[src/rtl/por_pkg.sv]
package por_pkg;
  localparam int unsigned DEF_HOLD_CYCLES = 30000;  // 5 ms at 6 MHz
  localparam int unsigned DEF_SYNC_STAGES = 2;

  typedef struct packed {
    logic supply;
    logic osc;
    logic ext;
  } qual_t;
endpackage

[src/rtl/por_sync.sv]
module por_sync #(
  parameter int unsigned STAGES = 2
) (
  input  logic clk_i,
  input  logic rst_ni,
  output logic sync_o
);
  logic [STAGES-1:0] q;

  // clears at once on rst_ni low, fills with ones after release
  for (genvar i = 0; i < STAGES; i++) begin : g_stage
    always_ff @(posedge clk_i or negedge rst_ni) begin
      if (!rst_ni) q[i] <= 1'b0;
      else if (i == 0) q[i] <= 1'b1;
      else q[i] <= q[i-1];
    end
  end

  assign sync_o = q[STAGES-1];

  assert_sync_latency_R8: assert property (@(posedge clk_i) disable iff (!rst_ni)
    $rose(sync_o) |-> $past(q[0]));
endmodule

[src/rtl/por_qual.sv]
module por_qual
  import por_pkg::*;
(
  input  qual_t q_i,
  output logic  all_ok_o
);
  assign all_ok_o = &q_i;
endmodule

[src/rtl/por_holdoff.sv]
module por_holdoff #(
  parameter int unsigned HOLD_CYCLES = 30000
) (
  input  logic clk_i,
  input  logic rst_ni,
  input  logic all_ok_i,
  output logic in_reset_o
);
  localparam int unsigned CW = $clog2(HOLD_CYCLES);
  localparam logic [CW-1:0] LAST = CW'(HOLD_CYCLES - 1);

  logic [CW-1:0] cnt_q;
  logic          in_reset_q;

  always_ff @(posedge clk_i or negedge rst_ni) begin
    if (!rst_ni) begin
      cnt_q      <= '0;
      in_reset_q <= 1'b1;
    end else if (!all_ok_i) begin
      cnt_q      <= '0;
      in_reset_q <= 1'b1;
    end else if (in_reset_q) begin
      if (cnt_q == LAST) in_reset_q <= 1'b0;
      else cnt_q <= cnt_q + 1'b1;
    end
  end

  assign in_reset_o = in_reset_q;

  initial assert (HOLD_CYCLES >= 2);

  assert_drop_resets_R7: assert property (@(posedge clk_i) disable iff (!rst_ni)
    !all_ok_i |=> in_reset_q);
  assert_drop_clears_R6: assert property (@(posedge clk_i) disable iff (!rst_ni)
    !all_ok_i |=> cnt_q == '0);
  assert_release_needs_ok_R2: assert property (@(posedge clk_i) disable iff (!rst_ni)
    $fell(in_reset_q) |-> $past(all_ok_i));
  assert_no_early_release_R3: assert property (@(posedge clk_i) disable iff (!rst_ni)
    (in_reset_q && cnt_q != LAST) |=> in_reset_q);
endmodule

[src/rtl/por_seq.sv]
module por_seq
  import por_pkg::*;
#(
  parameter int unsigned HOLD_CYCLES = DEF_HOLD_CYCLES,
  parameter int unsigned SYNC_STAGES = DEF_SYNC_STAGES
) (
  input  logic clk_i,
  input  logic rst_ni,
  input  logic supply_ok_i,
  input  logic osc_ok_i,
  output logic rst_o,
  output logic rst_pin_oe_o,
  output logic rst_pin_o
);
  logic  ext_ok;
  logic  all_ok;
  logic  in_reset;
  qual_t qual;

  por_sync #(.STAGES(SYNC_STAGES)) u_sync (
    .clk_i (clk_i),
    .rst_ni(rst_ni),
    .sync_o(ext_ok)
  );

  assign qual = '{supply: supply_ok_i, osc: osc_ok_i, ext: ext_ok};

  por_qual u_qual (
    .q_i     (qual),
    .all_ok_o(all_ok)
  );

  por_holdoff #(.HOLD_CYCLES(HOLD_CYCLES)) u_hold (
    .clk_i     (clk_i),
    .rst_ni    (rst_ni),
    .all_ok_i  (all_ok),
    .in_reset_o(in_reset)
  );

  // open-drain style pin: pull low in reset, float otherwise
  assign rst_o        = in_reset;
  assign rst_pin_oe_o = in_reset;
  assign rst_pin_o    = 1'b0;

  assert_pin_low_in_reset_R5: assert property (@(posedge clk_i)
    !rst_ni |-> (rst_o && rst_pin_oe_o));
endmodule

[config.mk]
export PLATFORM = sky130hd
export DESIGN_NAME = por_seq
export DESIGN_NICKNAME = d
export VERILOG_FILES = /design/src/rtl/por_pkg.sv /design/src/rtl/por_sync.sv /design/src/rtl/por_qual.sv /design/src/rtl/por_holdoff.sv /design/src/rtl/por_seq.sv
export SDC_FILE = /design/constraint.sdc
export NUM_CORES = 1
export LEC_CHECK = 0
export ABC_AREA = 1
export BUFFER_PORTS_ARGS = -buffer_cell sky130_fd_sc_hd__buf_2
export CAP_MARGIN = 40
export CORE_AREA = 4 4 56 83
export DETAILED_ROUTE_END_ITERATION = 8
export DIE_AREA = 0 0 60 87
export PLACE_DENSITY_LB_ADDON = 0.2
export SYNTH_ARGS = -nofsm -noshare
export SYNTH_HDL_FRONTEND = slang
export SYNTH_SLANG_ARGS = --single-unit
export TNS_END_PERCENT = 20
[constraint.sdc]
create_clock -name clk_i -period 1.5 [get_ports clk_i]
set_input_delay 0.3 -clock clk_i [delete_from_list [all_inputs] [get_ports clk_i]]
set_output_delay 0.3 -clock clk_i [all_outputs]
set_load 0.01 [all_outputs]
-- Yosys cells after proc, flatten, opt, wreduce, memory -nomap -nowiden
Cells that the tools add are included.
- add/sub/neg operators: 1
- equality and inequality tests: 3
- mux-type cells: 6
- reductions and logical operators: 2
- operator list (kind ; number):
    $mux 15 ; 3
    $add 15x1->15 const B ; 1
    $eq 15x15->1 const B ; 1
    $ne 2x2->1 const B ; 2
    $mux 1 ; 3
    $reduce_and 3->1 ; 1
    $reduce_and 2->1 ; 1
- flip-flop bits (word level): 18
- input bits: 4
- output and inout bits: 3
- word-level logic and storage cells: 16

-- Logic depth before layout (Yosys ltp)
- depth in word-level cells: 4
- depth in mapped cells: 9
- gate-level depth less buffers: 9

-- By module
Synthesis repeated with hierarchy kept, for this count alone.
- cell total of the unflattened synthesis: 170
- area total of the unflattened synthesis: 1187.4 µm²
- by module, submodules not included (module ; instances ; cells each ; area each (µm²) ; seq. area each (µm²)):
    por_holdoff ; 1 ; 161 ; 1101.1 ; 401.6
    por_sync ; 1 ; 3 ; 53.8 ; 50.0
    por_seq ; 1 ; 3 ; 18.8 ; 0.0
    por_qual ; 1 ; 3 ; 13.8 ; 0.0

-- Least setup slack after synthesis
OpenSTA, ideal clock, no wires.
- path type: register to register
- start point: register u_hold.cnt_q[0]
- end point: register u_hold.cnt_q[9]
- setup time: 0.127 ns
- data arrival time: 1.199 ns
- data required time: 1.373 ns
- path slack: 0.175 ns
- cell stages (with the launch flop): 9
- buffers on the path: 1
- period minus slack after synthesis: 1.325 ns
- path through: dfrtp_1 ha_1 nand3_1 nor2_2 nand3_1 nand2_2 buf_6 nand2_1 o21ai_0
- cells in the longest elaborated chain, start to end: 4
- elaborated cells between the ends (all ways): 7
- those cells by class: 1 x add/sub; 2 x eq/ne; 3 x mux; 1 x reduce/logical
- RTL lines (element ; line ; text):
    start: declaration ; por_holdoff.sv:12 ; logic [CW-1:0] cnt_q;
    start signal: assignment ; por_holdoff.sv:24 ; else cnt_q <= cnt_q + 1'b1;
    $add 15x1->15 ; por_holdoff.sv:24 ;
    $mux 15 ; por_holdoff.sv:23 ; if (cnt_q == LAST) in_reset_q <= 1'b0;
    $mux 15 ; por_holdoff.sv:22 ; end else if (in_reset_q) begin
    $mux 15 ; por_holdoff.sv:19 ; end else if (!all_ok_i) begin
Parallel ways exist; a longest one is shown, timed or not. The select of a mux whose other input is x is not followed.
A chain may end at the register's enable or synchronous reset.

-- Worst setup path after layout
- start point: register u_hold.cnt_q[0]
- end point: register u_hold.cnt_q[14]
The elaborated chain is that of the path after synthesis.

==> summary.md <==
| Metric | Value |
|---|---|
| Layout-stage area growth over the synthesis result | `23.3%` |
| Most Used Layer, Global Route | `met2` |
| Path depth of the worst reg2reg path | `8` |
| Floorplan core area | `3920 um^2` |
| Count of input and output buffers | `5` |
| Final weighted congestion in routability-driven placement | `0.854` |
| Data required, critical path | `1700 ps` |
| Worst Skew | `7.27 ps` |
| Maximum vdd ir drop | `513 uV` |
| Initial antenna violation count | `0` |
| Total via count in the routed design | `1,041` |
| Met3 layer usage reported by global route | `1.78%` |
| Start-to-end type of the worst setup path | `reg2reg` |
| RSZ-0062 raised after global routing | `yes` |
| Most instantiated library cell after synthesis | `sky130_fd_sc_hd__nand2_1` |
| Synthesized Nets | `164` |
| Power per standard cell area | `630 nW/um^2` |
| Maximum number of pins on one net before global-route repair | `19` |
| Sequential-to-total area share from yosys stat | `39.8%` |
| Critical path endpoint category | `register` |
| Clock network latency to the later pin of the worst-skew pair | `260 ps` |
| Dpl hpwl | `1950 um` |
| Post-route insts no fill | `220` |
| Final Setup Violations | `0` |
| Most numerous cell types in the synthesized netlist | `53 x sky130_fd_sc_hd__nand2_1, 23 x sky130_fd_sc_hd__nand3_1, 17 x sky130_fd_sc_hd__dfrtp_1, 17 x sky130_fd_sc_hd__nor2_1, 12 x sky130_fd_sc_hd__inv_1` |
| Die outline width | `60 um` |
| Instance count after placement with tap cells included | `210` |
| Gate Count Post-Synth | `158` |
| Post-layout nets | `182` |
| Number of distinct library cells after synthesis | `20` |
| Number of pins exceeding their max-slew limit in the final report | `0` |
| Highest achievable clock rate | `697 MHz` |
| Synth async-reset ratio | `100%` |
| Cell area after synthesis | `1140 um^2` |
| Period utilization | `95.7%` |
| Hold WC Path Type | `reg2reg` |
| Ranking of synthesized cells by area | `sky130_fd_sc_hd__dfrtp_1 37%, sky130_fd_sc_hd__nand2_1 18%, sky130_fd_sc_hd__nand3_1 10%, sky130_fd_sc_hd__nor2_1 5.6%, sky130_fd_sc_hd__xor2_1 4.6%` |
| Root Buffer | `sky130_fd_sc_hd__clkbuf_8` |
| Cell type with the highest aggregate area in the netlist | `sky130_fd_sc_hd__dfrtp_1` |
| Fraction of layout instances using a drive strength above 1 | `23.4%` |
| Area enclosed by the die boundary | `5220 um^2` |
| Top-area cell type share of the netlist area | `37.4%` |
| Number of detailed-route iterations in the first pass | `4` |
| Max-Cap Viols | `0` |
| Largest buffer count on any clock path | `2` |
| First-pass GRT wire length | `4670 um` |
| Total non-filler cell area in the finished layout | `1400 um^2` |
| I/O Pins | `7` |
| Critical path launch point type | `register` |
| Predominant post-synthesis flop cell | `sky130_fd_sc_hd__dfrtp_1` |
| Number of stages on the worst hold path | `0` |
| Via count of the first global-routing pass | `1,043` |
| Time the final worst path needs with I/O delays and setup | `1440 ps` |
| Standard cell area after detailed placement | `1240 um^2` |
| Met2 usage | `21.7%` |
| DRC violation count after routing | `0` |
| Number of placement rows | `28` |
| Worst-path cell chain | `ha_2 -> nand3_2 -> nor2_2 -> nand3_1 -> nand2_2 -> clkbuf_16 -> nand2_1 -> o21ai_2` |
| Number of buffers added by the clock tree synthesis step | `3` |
| Result of the run | `complete, no violations` |
| Total congestion overflow after global routing | `0` |
| Fillers | `422` |
| Starting Density | `29.0%` |
| Total count of hold-check failures in the final report | `0` |
| Number of synthesized flops with an enable pin | `0` |
| Total GRT Usage | `11.7%` |
| Remaining antenna violation count after routing | `0` |
| Final core occ | `35.7%` |
| Syn avg cell area | `7.19 um^2` |
| Crit-path max FO | `7` |
| # H-tree levels | `1` |
| Clock Sinks | `18` |
| Maximum cell stage delay along the critical path | `400 ps` |
| Height of the chip | `87 um` |
| Synthesis-stage register bit count | `18` |
| Clock-pin slew reported for the worst setup and hold paths after clock tree synthesis | `70 ps` |
| Cell with the largest stage delay on the worst path | `sky130_fd_sc_hd__dfrtp_1` |
| DRC marker count from the first detailed-route iteration | `32` |
| Diodes inserted | `0` |
| Count of synthesis-stage warnings from yosys | `0` |
| Critical Path AT | `1630 ps` |
| GRT met1 Usage | `12.0%` |
| Final total power | `0.000882 W` |
| Total routed wirelength | `2780 um` |
| Leak pwr | `0.655 nW` |
| CTS tree | `built` |
| Via-per-instance ratio | `4.73` |
| Routed wire per std cell | `12.6 um` |
-- where the power goes --
group / total [W] / switching [W] / internal [W]
Sequential: 0.000492 / 0.00000209 / 0.000489
Combinational: 0.0000328 / 0.0000217 / 0.0000111
Clock: 0.000358 / 0.000169 / 0.000189
-- worst max-delay path: cells and delay by family (launching register included) --
family                     cells  cell delay [ps]
DFF                            1              400
AOI/OAI and AO/OA              1               50
and+or+nand+nor                5              520
buffers and inverters          1              180
adders and majority gates      1              220
-- cell families after synthesis --
| group | count (synthesis) | synth area share [%] |
|---|---|---|
| xor gates and xnor gates | 6 | 4.63 |
| adders and majority gates | 2 | 2.20 |
| DFF | 18 | 39.8 |
| AOI/OAI and AO/OA | 6 | 4.29 |
| and+or+nand+nor | 105 | 39.9 |
| buffers and inverters | 19 | 8.59 |
| other | 2 | 0.661 |
-- state kept, by name, indices dropped and copies added, names as in the netlist --
signal             flops
u_hold.cnt_q          15
u_hold.in_reset_o      1
u_sync.q               1
u_sync.sync_o          1
-- per-stage QoR --
step / setup WS (ps) / hold slack, ps / setup TNS [ps]
after CTS: 10.1 / 361 / 0
after detailed placement: -51.6 / 266 / -141
final: 64.7 / 356 / 0
after global routing: -40.6 / 380 / -131
after global placement: -43.4 / 261 / -99.3
after floorplan: 175 / 4.41 / 0
-- layer usage --
| layer | vias up | wire, um | part of all wire [%] |
|---|---|---|---|
| met5 | - | 0 | 0 |
| met4 | 0 | 78 | 2.8 |
| met3 | 7 | 48 | 1.7 |
| met2 | 9 | 1550 | 56 |
| met1 | 495 | 1100 | 40 |
| li1 | 530 | - | - |
-- layout make-up --
class	instances	area, um^2	share of cell area [%]
Multi-Input combinational cell	121	629	44.9
Tap cell	45	56.3	4.02
Sequential cell	18	455	32.5
Inverter	13	48.8	3.48
Timing Repair Buffer	19	166	11.9
Clock buffer	4	45.0	3.21
-- timing repair --
action,CTS,global route
endpoints found under the setup margin,4,15
setup buffers,0,4
resized for setup,1,13
hold buffers,1,0
endpoints found under the hold margin,17,0
gates cloned,0,1
pin swaps,0,4
-- path summary, 6_finish.rpt --
path	from	to	slack, ps
min in group asynchronous	rst_ni	u_hold.cnt_q[12]$_DFFE_PN0P_	500
worst min register to register	u_sync.q[0]$_DFF_PN0_	u_sync.sync_o$_DFF_PN0_	360
worst max register to register	u_hold.cnt_q[0]$_DFFE_PN0P_	u_hold.cnt_q[14]$_DFFE_PN0P_	60
max in group asynchronous	rst_ni	u_hold.in_reset_o$_DFF_PN1_	670
worst max-delay path	u_hold.cnt_q[0]$_DFFE_PN0P_	u_hold.cnt_q[14]$_DFFE_PN0P_	60
worst min-delay path	u_sync.q[0]$_DFF_PN0_	u_sync.sync_o$_DFF_PN0_	360
-- cell usage in the layout (no fill, tap or decap), types with 3 or more instances in the layout --
master,n
sky130_fd_sc_hd__dfrtp_2,3
sky130_fd_sc_hd__o21ai_2,5
sky130_fd_sc_hd__nand3_1,20
sky130_fd_sc_hd__clkbuf_8,3
sky130_fd_sc_hd__xor2_1,6
sky130_fd_sc_hd__nand3_2,3
sky130_fd_sc_hd__dfrtp_1,14
sky130_fd_sc_hd__buf_2,5
sky130_fd_sc_hd__nor2_1,16
sky130_fd_sc_hd__inv_1,12
sky130_fd_sc_hd__nand4_1,6
sky130_fd_sc_hd__nand2_1,53
sky130_fd_sc_hd__buf_4,10
(Power assumes the default switching activity.)
